`config.mk`:
```
export PLATFORM = sky130hd
export DESIGN_NAME = jtag_scan_engine
export DESIGN_NICKNAME = d
export VERILOG_FILES = /design/src/rtl/jtag_scan_pkg.sv /design/src/rtl/jtag_shift_core.sv /design/src/rtl/jtag_tdo_packer.sv /design/src/rtl/jtag_scan_seq.sv /design/src/rtl/jtag_scan_engine.sv
export SDC_FILE = /design/constraint.sdc
export NUM_CORES = 1
export LEC_CHECK = 0
export BUFFER_PORTS_ARGS = -buffer_cell sky130_fd_sc_hd__buf_2
export CORE_UTILIZATION = 50
export DETAILED_ROUTE_END_ITERATION = 7
export GPL_TIMING_DRIVEN = 1
export PLACE_DENSITY_LB_ADDON = 0.2
export SLEW_MARGIN = 20
export SYNTH_ARGS = -nofsm -noshare
export SYNTH_HDL_FRONTEND = slang
export SYNTH_SLANG_ARGS = --single-unit
```
`constraint.sdc`:
```
create_clock -name clk -period 4.6 [get_ports clk]
set_clock_uncertainty 0.1 [all_clocks]
set_input_delay 0.92 -clock clk [delete_from_list [all_inputs] [get_ports clk]]
set_output_delay 0.92 -clock clk [all_outputs]
set_load 0.02 [all_outputs]
```
`src/rtl/jtag_scan_pkg.sv`:
```
package jtag_scan_pkg;

    localparam logic [4:0] ST_RESET    = 5'd0;
    localparam logic [4:0] ST_SHIFT_DR = 5'd4;
    localparam logic [4:0] ST_EXIT1_DR = 5'd5;
    localparam logic [4:0] ST_SHIFT_IR = 5'd11;
    localparam logic [4:0] ST_EXIT1_IR = 5'd12;
    localparam logic [4:0] ST_KEEP     = 5'd16;

    localparam logic [1:0] KIND_IR   = 2'd0;
    localparam logic [1:0] KIND_DR   = 2'd1;
    localparam logic [1:0] KIND_IDLE = 2'd2;
    localparam logic [1:0] KIND_BAD  = 2'd3;

    typedef enum logic [1:0] {
        SQ_IDLE     = 2'd0,
        SQ_NAV_PRE  = 2'd1,
        SQ_SHIFT    = 2'd2,
        SQ_NAV_POST = 2'd3
    } seq_phase_e;

    // Exit1 state reached from a Shift state with TMS high
    function automatic logic [4:0] exit1_of(input logic [4:0] s);
        return (s == ST_SHIFT_DR) ? ST_EXIT1_DR : ST_EXIT1_IR;
    endfunction

    // Final states that keep TMS low on the last bit
    function automatic logic stays_in_shift(input logic [4:0] e);
        return (e == ST_SHIFT_DR) || (e == ST_SHIFT_IR) || (e == ST_KEEP);
    endfunction

endpackage

```
`src/rtl/jtag_shift_core.sv`:
```
module jtag_shift_core
    import jtag_scan_pkg::*;
#(
    parameter int LEN_W  = 16,
    parameter int ADDR_W = LEN_W - 3
) (
    input  logic              clk,
    input  logic              rst_n,
    input  logic              go,
    input  logic [LEN_W-1:0]  len,
    input  logic              raise_last,
    input  logic              idle_run,
    input  logic [7:0]        tdi_byte,
    input  logic              tdo_pin,
    output logic [ADDR_W-1:0] tdi_addr,
    output logic              tck,
    output logic              tms,
    output logic              tdi,
    output logic              own,
    output logic              smp_valid,
    output logic              smp_bit,
    output logic [LEN_W-1:0]  smp_idx,
    output logic              smp_last,
    output logic              fin
);

    typedef struct packed {
        logic             active;
        logic             high;
        logic [LEN_W-1:0] idx;
        logic             smp_valid;
        logic             smp_bit;
        logic [LEN_W-1:0] smp_idx;
        logic             smp_last;
        logic             fin;
    } core_regs_t;

    core_regs_t q, d;
    logic       on_last;

    assign on_last = (q.idx == len - LEN_W'(1));

    always_comb begin
        d           = q;
        d.smp_valid = 1'b0;
        d.fin       = 1'b0;
        if (!q.active) begin
            if (go) begin
                d.active = 1'b1;
                d.high   = 1'b0;
                d.idx    = '0;
            end
        end else if (!q.high) begin
            d.high = 1'b1;
        end else begin
            d.high = 1'b0;
            if (!idle_run) begin
                d.smp_valid = 1'b1;
                d.smp_bit   = tdo_pin;
                d.smp_idx   = q.idx;
                d.smp_last  = on_last;
            end
            if (on_last) begin
                d.active = 1'b0;
                d.fin    = 1'b1;
            end else begin
                d.idx = q.idx + LEN_W'(1);
            end
        end
    end

    always_ff @(posedge clk or negedge rst_n) begin
        if (!rst_n) q <= '0;
        else        q <= d;
    end

    assign tdi_addr  = q.idx[LEN_W-1:3];
    assign tck       = q.active & q.high;
    assign tms       = q.active & on_last & raise_last & ~idle_run;
    assign tdi       = (idle_run | ~q.active) ? 1'b1 : tdi_byte[q.idx[2:0]];
    assign own       = q.active;
    assign smp_valid = q.smp_valid;
    assign smp_bit   = q.smp_bit;
    assign smp_idx   = q.smp_idx;
    assign smp_last  = q.smp_last;
    assign fin       = q.fin;


    tck_high_one_cycle_chk: assert property (@(posedge clk) disable iff (!rst_n)
        tck |=> !tck);


    tms_final_bit_chk: assert property (@(posedge clk) disable iff (!rst_n)
        (tck && tms) |=> !own);

endmodule

```
`src/rtl/jtag_tdo_packer.sv`:
```
module jtag_tdo_packer #(
    parameter int LEN_W  = 16,
    parameter int ADDR_W = LEN_W - 3
) (
    input  logic              clk,
    input  logic              rst_n,
    input  logic              smp_valid,
    input  logic              smp_bit,
    input  logic [LEN_W-1:0]  smp_idx,
    input  logic              smp_last,
    output logic              wr_en,
    output logic [ADDR_W-1:0] wr_addr,
    output logic [7:0]        wr_data
);

    typedef struct packed {
        logic [7:0]        acc;
        logic              wr_en;
        logic [ADDR_W-1:0] wr_addr;
        logic [7:0]        wr_data;
    } pack_regs_t;

    pack_regs_t q, d;
    logic [7:0] base;
    logic [7:0] merged;

    always_comb begin
        d       = q;
        d.wr_en = 1'b0;
        base    = (smp_idx[2:0] == 3'd0) ? 8'h00 : q.acc;
        merged  = base | ({7'b0, smp_bit} << smp_idx[2:0]);
        if (smp_valid) begin
            d.acc = merged;
            if ((smp_idx[2:0] == 3'd7) || smp_last) begin
                d.wr_en   = 1'b1;
                d.wr_addr = smp_idx[LEN_W-1:3];
                d.wr_data = merged;
            end
        end
    end

    always_ff @(posedge clk or negedge rst_n) begin
        if (!rst_n) q <= '0;
        else        q <= d;
    end

    assign wr_en   = q.wr_en;
    assign wr_addr = q.wr_addr;
    assign wr_data = q.wr_data;


    write_follows_sample_chk: assert property (@(posedge clk) disable iff (!rst_n)
        wr_en |-> $past(smp_valid));

endmodule

```
`src/rtl/jtag_scan_seq.sv`:
```
module jtag_scan_seq
    import jtag_scan_pkg::*;
#(
    parameter int LEN_W = 16
) (
    input  logic             clk,
    input  logic             rst_n,
    input  logic             start,
    input  logic [1:0]       kind,
    input  logic [LEN_W-1:0] len,
    input  logic [4:0]       from_st,
    input  logic [4:0]       end_st,
    input  logic             nav_done,
    input  logic             shift_fin,
    output logic             nav_req,
    output logic [4:0]       nav_from,
    output logic [4:0]       nav_to,
    output logic             go,
    output logic [LEN_W-1:0] go_len,
    output logic             go_raise,
    output logic             go_idle,
    output logic             done,
    output logic             err,
    output logic [4:0]       tracked
);

    localparam logic [LEN_W-1:0] LEN_LIMIT = '1;

    typedef struct packed {
        seq_phase_e       phase;
        logic [4:0]       track;
        logic [4:0]       end_st;
        logic             idle_run;
        logic             raise;
        logic [LEN_W-1:0] len;
        logic             nav_req;
        logic [4:0]       nav_from;
        logic [4:0]       nav_to;
        logic             go;
        logic             done;
        logic             err;
    } seq_regs_t;

    seq_regs_t  q, d;
    logic       bad_req;
    logic [4:0] target;
    logic [4:0] eff_from;
    logic [4:0] after_shift;

    assign bad_req     = (len == LEN_LIMIT) || (kind == KIND_BAD) ||
                         (from_st > ST_KEEP) || (end_st > ST_KEEP);
    assign target      = (kind == KIND_IR) ? ST_SHIFT_IR : ST_SHIFT_DR;
    assign eff_from    = (from_st == ST_KEEP) ? q.track : from_st;
    assign after_shift = q.raise ? exit1_of(q.track) : q.track;

    always_comb begin
        d      = q;
        d.go   = 1'b0;
        d.done = 1'b0;
        unique case (q.phase)
            SQ_IDLE: begin
                if (start) begin
                    d.end_st   = end_st;
                    d.len      = len;
                    d.idle_run = (kind == KIND_IDLE);
                    d.raise    = !stays_in_shift(end_st);
                    d.err      = 1'b0;
                    if (bad_req) begin
                        d.done = 1'b1;
                        d.err  = 1'b1;
                    end else if (len == '0) begin
                        d.done = 1'b1;
                    end else if (kind == KIND_IDLE) begin
                        d.raise = 1'b0;
                        d.go    = 1'b1;
                        d.phase = SQ_SHIFT;
                    end else if (eff_from == target) begin
                        d.track = target;
                        d.go    = 1'b1;
                        d.phase = SQ_SHIFT;
                    end else begin
                        d.nav_req  = 1'b1;
                        d.nav_from = eff_from;
                        d.nav_to   = target;
                        d.phase    = SQ_NAV_PRE;
                    end
                end
            end
            SQ_NAV_PRE: begin
                if (nav_done) begin
                    d.nav_req = 1'b0;
                    d.track   = q.nav_to;
                    d.go      = 1'b1;
                    d.phase   = SQ_SHIFT;
                end
            end
            SQ_SHIFT: begin
                if (shift_fin) begin
                    if (q.idle_run) begin
                        d.done  = 1'b1;
                        d.phase = SQ_IDLE;
                    end else begin
                        d.track = after_shift;
                        if ((q.end_st == ST_KEEP) || (q.end_st == after_shift)) begin
                            d.done  = 1'b1;
                            d.phase = SQ_IDLE;
                        end else begin
                            d.nav_req  = 1'b1;
                            d.nav_from = after_shift;
                            d.nav_to   = q.end_st;
                            d.phase    = SQ_NAV_POST;
                        end
                    end
                end
            end
            SQ_NAV_POST: begin
                if (nav_done) begin
                    d.nav_req = 1'b0;
                    d.track   = q.end_st;
                    d.done    = 1'b1;
                    d.phase   = SQ_IDLE;
                end
            end
            default: d.phase = SQ_IDLE;
        endcase
    end

    always_ff @(posedge clk or negedge rst_n) begin
        if (!rst_n) q <= '0;
        else        q <= d;
    end

    assign nav_req  = q.nav_req;
    assign nav_from = q.nav_from;
    assign nav_to   = q.nav_to;
    assign go       = q.go;
    assign go_len   = q.len;
    assign go_raise = q.raise;
    assign go_idle  = q.idle_run;
    assign done     = q.done;
    assign err      = q.err;
    assign tracked  = q.track;


    done_single_pulse_chk: assert property (@(posedge clk) disable iff (!rst_n)
        done |=> !done);


    nav_hold_chk: assert property (@(posedge clk) disable iff (!rst_n)
        (nav_req && !nav_done) |=> (nav_req && $stable(nav_to) && $stable(nav_from)));


    reject_chk: assert property (@(posedge clk) disable iff (!rst_n)
        (start && q.phase == SQ_IDLE && (len == LEN_LIMIT || kind == KIND_BAD)) |=> (done && err));


    exit1_after_raise_chk: assert property (@(posedge clk) disable iff (!rst_n)
        (q.phase == SQ_SHIFT && shift_fin && q.raise) |=>
        (tracked == ST_EXIT1_DR || tracked == ST_EXIT1_IR));

endmodule

```
`src/rtl/jtag_scan_engine.sv`:
```
module jtag_scan_engine
    import jtag_scan_pkg::*;
#(
    parameter int LEN_W  = 16,
    parameter int ADDR_W = LEN_W - 3
) (
    input  logic              clk,
    input  logic              rst_n,
    input  logic              start,
    input  logic [1:0]        scan_kind,
    input  logic [LEN_W-1:0]  scan_len,
    input  logic [4:0]        from_state,
    input  logic [4:0]        end_state,
    output logic              done,
    output logic              err,
    output logic [4:0]        tap_state,
    output logic              nav_req,
    output logic [4:0]        nav_from,
    output logic [4:0]        nav_to,
    input  logic              nav_done,
    output logic [ADDR_W-1:0] tdi_rd_addr,
    input  logic [7:0]        tdi_rd_data,
    output logic              tdo_wr_en,
    output logic [ADDR_W-1:0] tdo_wr_addr,
    output logic [7:0]        tdo_wr_data,
    output logic              pin_own,
    output logic              tck,
    output logic              tms,
    output logic              tdi,
    input  logic              tdo
);

    logic             go;
    logic [LEN_W-1:0] go_len;
    logic             go_raise;
    logic             go_idle;
    logic             shift_fin;
    logic             smp_valid;
    logic             smp_bit;
    logic [LEN_W-1:0] smp_idx;
    logic             smp_last;

    jtag_scan_seq #(.LEN_W(LEN_W)) u_seq (
        .clk      (clk),
        .rst_n    (rst_n),
        .start    (start),
        .kind     (scan_kind),
        .len      (scan_len),
        .from_st  (from_state),
        .end_st   (end_state),
        .nav_done (nav_done),
        .shift_fin(shift_fin),
        .nav_req  (nav_req),
        .nav_from (nav_from),
        .nav_to   (nav_to),
        .go       (go),
        .go_len   (go_len),
        .go_raise (go_raise),
        .go_idle  (go_idle),
        .done     (done),
        .err      (err),
        .tracked  (tap_state)
    );

    jtag_shift_core #(.LEN_W(LEN_W), .ADDR_W(ADDR_W)) u_core (
        .clk       (clk),
        .rst_n     (rst_n),
        .go        (go),
        .len       (go_len),
        .raise_last(go_raise),
        .idle_run  (go_idle),
        .tdi_byte  (tdi_rd_data),
        .tdo_pin   (tdo),
        .tdi_addr  (tdi_rd_addr),
        .tck       (tck),
        .tms       (tms),
        .tdi       (tdi),
        .own       (pin_own),
        .smp_valid (smp_valid),
        .smp_bit   (smp_bit),
        .smp_idx   (smp_idx),
        .smp_last  (smp_last),
        .fin       (shift_fin)
    );

    jtag_tdo_packer #(.LEN_W(LEN_W), .ADDR_W(ADDR_W)) u_pack (
        .clk      (clk),
        .rst_n    (rst_n),
        .smp_valid(smp_valid),
        .smp_bit  (smp_bit),
        .smp_idx  (smp_idx),
        .smp_last (smp_last),
        .wr_en    (tdo_wr_en),
        .wr_addr  (tdo_wr_addr),
        .wr_data  (tdo_wr_data)
    );

endmodule

```
==> results_dict.tcl, run 1 <==
set metrics [dict create \
    status "finished, final reports clean" \
    hold_violations 0 \
    endpoint_kind "output port" \
    place.gp.congestion 0.8904 \
    cts_setup_buffers 0 \
    synth.yosys.seq_area_share 0.4493 \
    track_usage 0.2348 \
    initial_utilization 0.5171 \
    rows 40 \
    reg2reg_depth 9 \
    finalCritPeriodShare 0.9545 \
    slew_headroom 0.3494 \
    syn_to_final_growth_pct 8.305 \
    vias 5027 \
    layout-drive-gt1-share 0.2102 \
    core_sq_um 12060 \
    drtAntennaViolNets 0 \
    synth-edff-count 0 \
    root_buffer "clkbuf_16" \
    die_area_sq_um 12930 \
    tightest_slew_ns 0.9759 \
    finalSetupTns_ns 0 \
    synth.ff_latch_count 112 \
    clockBufferDepth 2 \
    cp.required_ns 3.58 \
    r2r_slack_ns 1.45 \
    initialDrtViolationCount 374 \
    cap_viol_max_count 0 \
    rsz0062_at_grt "no" \
    grt_pass1_vias 4798 \
    setup_viol 0 \
    synth_area_per_cell_sq_um 9.240 \
    final_cell_mix "nand2_1, dfrtp_1, buf_2" \
    nets 748 \
    final_common_cell "nand2_1" \
    leakage_nw 3.243 \
    path_class "reg2out" \
    place_area_sq_um 6442 \
    fin_hold_ws_ns 0.3668 \
    grt_remaining_overflow 0 \
    synth-main-ff-cell "dfrtp_1" \
    final_area_sq_um 6755 \
    port_buffers 97 \
    fp.dieW_microns 113.7 \
    firstDrtPassIters 4 \
    vias_per_cell 5.732 \
    max_clock_freq_mhz 227.8 \
    yosys_warnings 0 \
    holdPathStages 2 \
    ys_async_sr_fraction 1.000 \
    die_h_microns 113.7 \
    worstPathMaxFanout 16 \
    grt_max_degree 53 \
    dpl.hpwl_mm 10.70 \
    powerDensity_nw_per_um2 616.9 \
    insertion_delay_ns 0.35 \
    clkSinkCount 112 \
    clk_pin_slew_worst_paths_ns 0.07 \
    numCtsBuffers 9 \
    synthCells 675 \
    grt_pass1_wl_mm 23.72 \
    syn-num-nets 718 \
    hp-class "reg2reg" \
    drv_slew 0 \
    antenna_found_initial 0 \
    io_pins 98 \
    critPathLaunchType "register" \
    arrival_ns 3.37 \
    min_period_ns 4.391 \
    antenna_cells 0 \
    ir_drop_mv 0.2514 \
    cts_tree "yes" \
    synth_area_sq_um 6237 \
    remaining_drc_errors 0 \
    ys_types 65 \
    wl_mm 14.65 \
    htree_levels 3 \
    routedWlPerCell_microns 16.70 \
]
routing by layer:
| layer | global-route usage | share of wire |
|---|---|---|
| met1 | 0.3235 | 0.47 |
| met5 | 0 | 0 |
| met3 | 0.02976 | 0.043 |
| met4 | 0.09211 | 0.018 |
| met2 | 0.3785 | 0.47 |
path summary, 6_finish.rpt:
check | to | from
max reg2reg | u_core.q[22] | u_seq.go_len[0]
min reg2reg | u_pack.wr_addr[11] | u_core.smp_idx[14]
max | tms | u_seq.go_len[0]
max in group asynchronous | u_seq.go_len[7] | rst_n
min | u_pack.wr_addr[11] | u_core.smp_idx[14]
min in group asynchronous | u_pack.wr_addr[6] | rst_n
critical path, stage by stage (launching register included):
cell and delay, ns:
dfrtp_1 0.45, inv_1 0.12, ha_1 0.22, nand2b_1 0.11
or3_1 0.36, o31a_1 0.29, a2111oi_1 0.59, and4_4 0.48
and3_1 0.22, buf_2 0.17
sequential cells by signal (all words and copies together) (netlist names), 4 cells and up:
| signal | flops |
|---|---|
| u_seq.tracked | 5 |
| u_seq.nav_from | 5 |
| u_core.smp_idx | 16 |
| u_seq.nav_to | 5 |
| u_core.q | 4 |
| u_seq.go_len | 16 |
| u_pack.wr_data | 8 |
| u_core.tdi_addr | 13 |
| u_pack.q | 8 |
| u_pack.wr_addr | 13 |
| u_seq.q | 7 |
per-stage QoR:
step | power [mW] | util | cells | worst slack [ns]
2_1_floorplan | 3.004 | - | 675 | 0.9130
3_5_place_dp | 3.366 | 0.5341 | 861 | 0.5927
4_1_cts | 4.170 | 0.5586 | 876 | 0.1679
3_3_place_gp | 3.329 | 0.5341 | 861 | 0.6719
5_1_grt | 4.446 | 0.5601 | 877 | 0.03291
6_report | 4.167 | 0.5601 | 877 | 0.2094
report_power, final:
part	switching [mW]	internal, mW
Clock	0.360	0.437
Combinational	0.953	0.693
Sequential	0.434	1.29
Total	1.75	2.42
synth_stat cells (3+ instances only):
cell	count	area [sq um]
o211ai_1	7	52.55
a22oi_1	7	52.55
nand4_1	12	75.07
nor4_1	8	50.05
xor2_1	9	78.83
or4_1	6	45.04
or3_1	10	62.56
nand3_1	11	55.05
a31o_2	4	35.03
a31oi_1	7	43.79
inv_1	22	82.58
o31ai_1	9	67.56
nor2b_1	9	56.30
o21bai_1	3	22.52
nor2_1	30	112.6
xnor2_1	15	131.4
nor3_1	10	50.05
o22ai_1	4	25.02
clkbuf_1	27	101.4
nand2_1	129	484.2
o31a_1	3	26.28
mux2_2	20	225.2
dfrtp_1	112	2803
mux2i_1	11	110.1
o21ai_0	26	130.1
o21ai_1	8	40.04
a21oi_1	29	145.1
buf_4	50	375.4
mux2_1	10	112.6
nand2b_1	10	62.56
a21o_1	4	30.03
and2_1	4	25.02
and3_1	6	37.54
cell families (layout without fill, tap and decap cells):
group / after synthesis / after routing / share of synthesized area
AO/OA/AOI/OAI: 129 / 129 / 0.1366
flip-flops: 112 / 112 / 0.4493
XOR/XNOR: 24 / 24 / 0.03370
adder cells (fa/ha/maj): 2 / 2 / 0.004011
AND/OR/NAND/NOR: 260 / 261 / 0.1996
multiplexers: 43 / 43 / 0.07904
buffers and inverters: 105 / 138 / 0.09769
final cells by class:
cell class              count  area, sq um
well taps                 168        210.2
inverters                  22        82.58
flip-flops and latches    112         2803
clock buffers              11        242.7
multi-input cells         459         2846
repair buffers            101        518.0
clock inverters             4        52.55
fillers                  1145         5306
repair_timing:
item,in CTS,in global routing
endpoints found under the setup margin,0,1
endpoints found under the hold margin,0,0
gates resized for setup,0,2
hold buffers,0,0
(Power assumes the default switching activity.)
==> inputs of run 2 (changes only) <==
==> constraint.sdc (replaced) <==
create_clock -name clk -period 4.8 [get_ports clk]
set_clock_uncertainty 0.1 [all_clocks]
set_input_delay 0.96 -clock clk [delete_from_list [all_inputs] [get_ports clk]]
set_output_delay 0.96 -clock clk [all_outputs]
set_load 0.02 [all_outputs]
==> run 2 against run 1 <==
Net effect:
- global-route usage fell by 0.097 points
- via count fell by 1.9%
- routed wire length fell by 2.3%
- non-clock buffer count did not move
- largest cell class unchanged
- highest routed layer unchanged
- die area did not move
- power fell by 5.2%
==> results_dict.tcl, run 2 (synthesis results as in run 1) <==
set metrics [dict create \
    status "finished, final reports clean" \
    initialDrtViolationCount 427 \
    cts_setup_buffers 0 \
    wl_mm 14.32 \
    clockBufferDepth 2 \
    numCtsBuffers 9 \
    rsz0062_at_grt "no" \
    hp-class "reg2reg" \
    critPathLaunchType "register" \
    grt_remaining_overflow 0 \
    stdcell_count 877 \
    finalSetupTns_ns 0 \
    antenna_found_initial 0 \
    cts_hold_buf 0 \
    tightest_slew_ns 0.9629 \
    slowest_delay_ns 0.57 \
    worstPathMaxFanout 31 \
    slew_headroom 0.3581 \
    routedWlPerCell_microns 16.32 \
    hold_start "u_core.smp_idx[7]" \
    crit_path_start "u_seq.go_len[3]" \
    nets 747 \
    root_buffer "clkbuf_16" \
    path_cells "or3_4, or3_1, o31a_1, a2111oi_0, and4_4, and3_1, buf_2" \
    antenna_cells 0 \
    r2r_start "u_seq.go_len[3]" \
    vias_per_cell 5.625 \
    htree_levels 3 \
    track_usage 0.2339 \
    die_h_microns 113.7 \
    io_pins 98 \
    cap_viol_max_count 0 \
    grt_pass1_vias 4825 \
    cts_tree "yes" \
    die_area_sq_um 12930 \
    powerDensity_nw_per_um2 587.1 \
    place_inst 861 \
    cp.required_ns 3.74 \
    grt_pass1_wl_mm 23.87 \
    arrival_ns 3.40 \
    timing.critical_path.slowest_stage_cell "and4_4" \
    vias 4933 \
    syn_to_final_growth_pct 7.924 \
    setup_slack_ns 0.3424 \
    rows 40 \
    layout-drive-gt1-share 0.2059 \
    setup_viol 0 \
    dpl_worst_slack_ns 0.7662 \
    initial_utilization 0.5171 \
    fp.dieW_microns 113.7 \
    firstDrtPassIters 5 \
    drv_slew 0 \
    drtAntennaViolNets 0 \
    insertion_delay_ns 0.35 \
    place.gp.congestion 0.8912 \
    path_class "reg2out" \
    ir_drop_mv 0.2197 \
    port_buffers 97 \
    ctsResizeCount 0 \
    leakage_nw 3.234 \
    hold_violations 0 \
    core_sq_um 12060 \
    grt_max_degree 47 \
    final_common_cell "nand2_1" \
    endpoint_kind "output port" \
    remaining_drc_errors 0 \
    clkSinkCount 112 \
    dpl.hpwl_mm 10.62 \
    max_clock_freq_mhz 224.3 \
    finalCritPeriodShare 0.9287 \
    clk_pin_slew_worst_paths_ns 0.07 \
    min_period_ns 4.458 \
    final_cell_mix "nand2_1, dfrtp_1, buf_2" \
]
run 2: cell types whose count changed in the layout (fill, tap and decap cells not counted), sizes merged:
cell    before  now
and4         4    3
clkbuf      11   12
clkinv       2    1
inv         23   24
run 2: per-layer routing:
metal | global-route usage | vias to the layer above | wire [microns]
met4 | 0.07719 | 0 | 252
met2 | 0.3801 | 142 | 6710
met5 | 0 | - | 0
met1 | 0.3232 | 2378 | 6727
met3 | 0.03294 | 22 | 625
li1 | - | 2391 | -
run 2: stage by stage:
stage	instance area (sq um)	total power, mW	util	hold WS, ns
after floorplan	6237	2.879	-	0.3331
after global placement	6442	3.189	0.5341	0.3442
after detailed placement	6442	3.220	0.5341	0.3561
after CTS	6731	3.970	0.5581	0.3735
after global routing	6731	4.219	0.5581	0.3951
final	6731	3.952	0.5581	0.3701
run 2: report_power, final:
group          total, mW  internal [mW]  leakage (nW)  switching (mW)
Combinational       1.56          0.661          1.64           0.902
Sequential          1.64           1.24          1.45           0.405
Clock              0.747          0.409         0.142           0.338
run 2: critical path: cells and delay by family, from the launching register on:
family          cells  cell delay, ns
simple gates        4            1.62
compound gates      2            0.81
flops               1            0.45
buf+inv             1            0.17
run 2: area by class of cell:
| cell class | instances | area [sq um] |
|---|---|---|
| Multi-Input combinational cell | 458 | 2829 |
| Sequential cell | 112 | 2803 |
| Inverter | 22 | 82.58 |
| Tap cell | 168 | 210.2 |
| Timing Repair Buffer | 101 | 518.0 |
| Clock buffer | 12 | 236.5 |
| Fill cell | 1107 | 5330 |
| Clock inverter | 4 | 52.55 |
run 2: final timing paths:
check | depth (start not counted) | slack, ns | to
worst max register to register | 7 | 1.65 | u_core.q[20]
worst max-delay path | 7 | 0.34 | tms
max in group asynchronous | 2 | 3.27 | u_core.q[21]
worst min register to register | 2 | 0.37 | u_pack.wr_addr[4]
worst min-delay path | 2 | 0.37 | u_pack.wr_addr[4]
min in group asynchronous | 1 | 0.43 | u_pack.wr_en
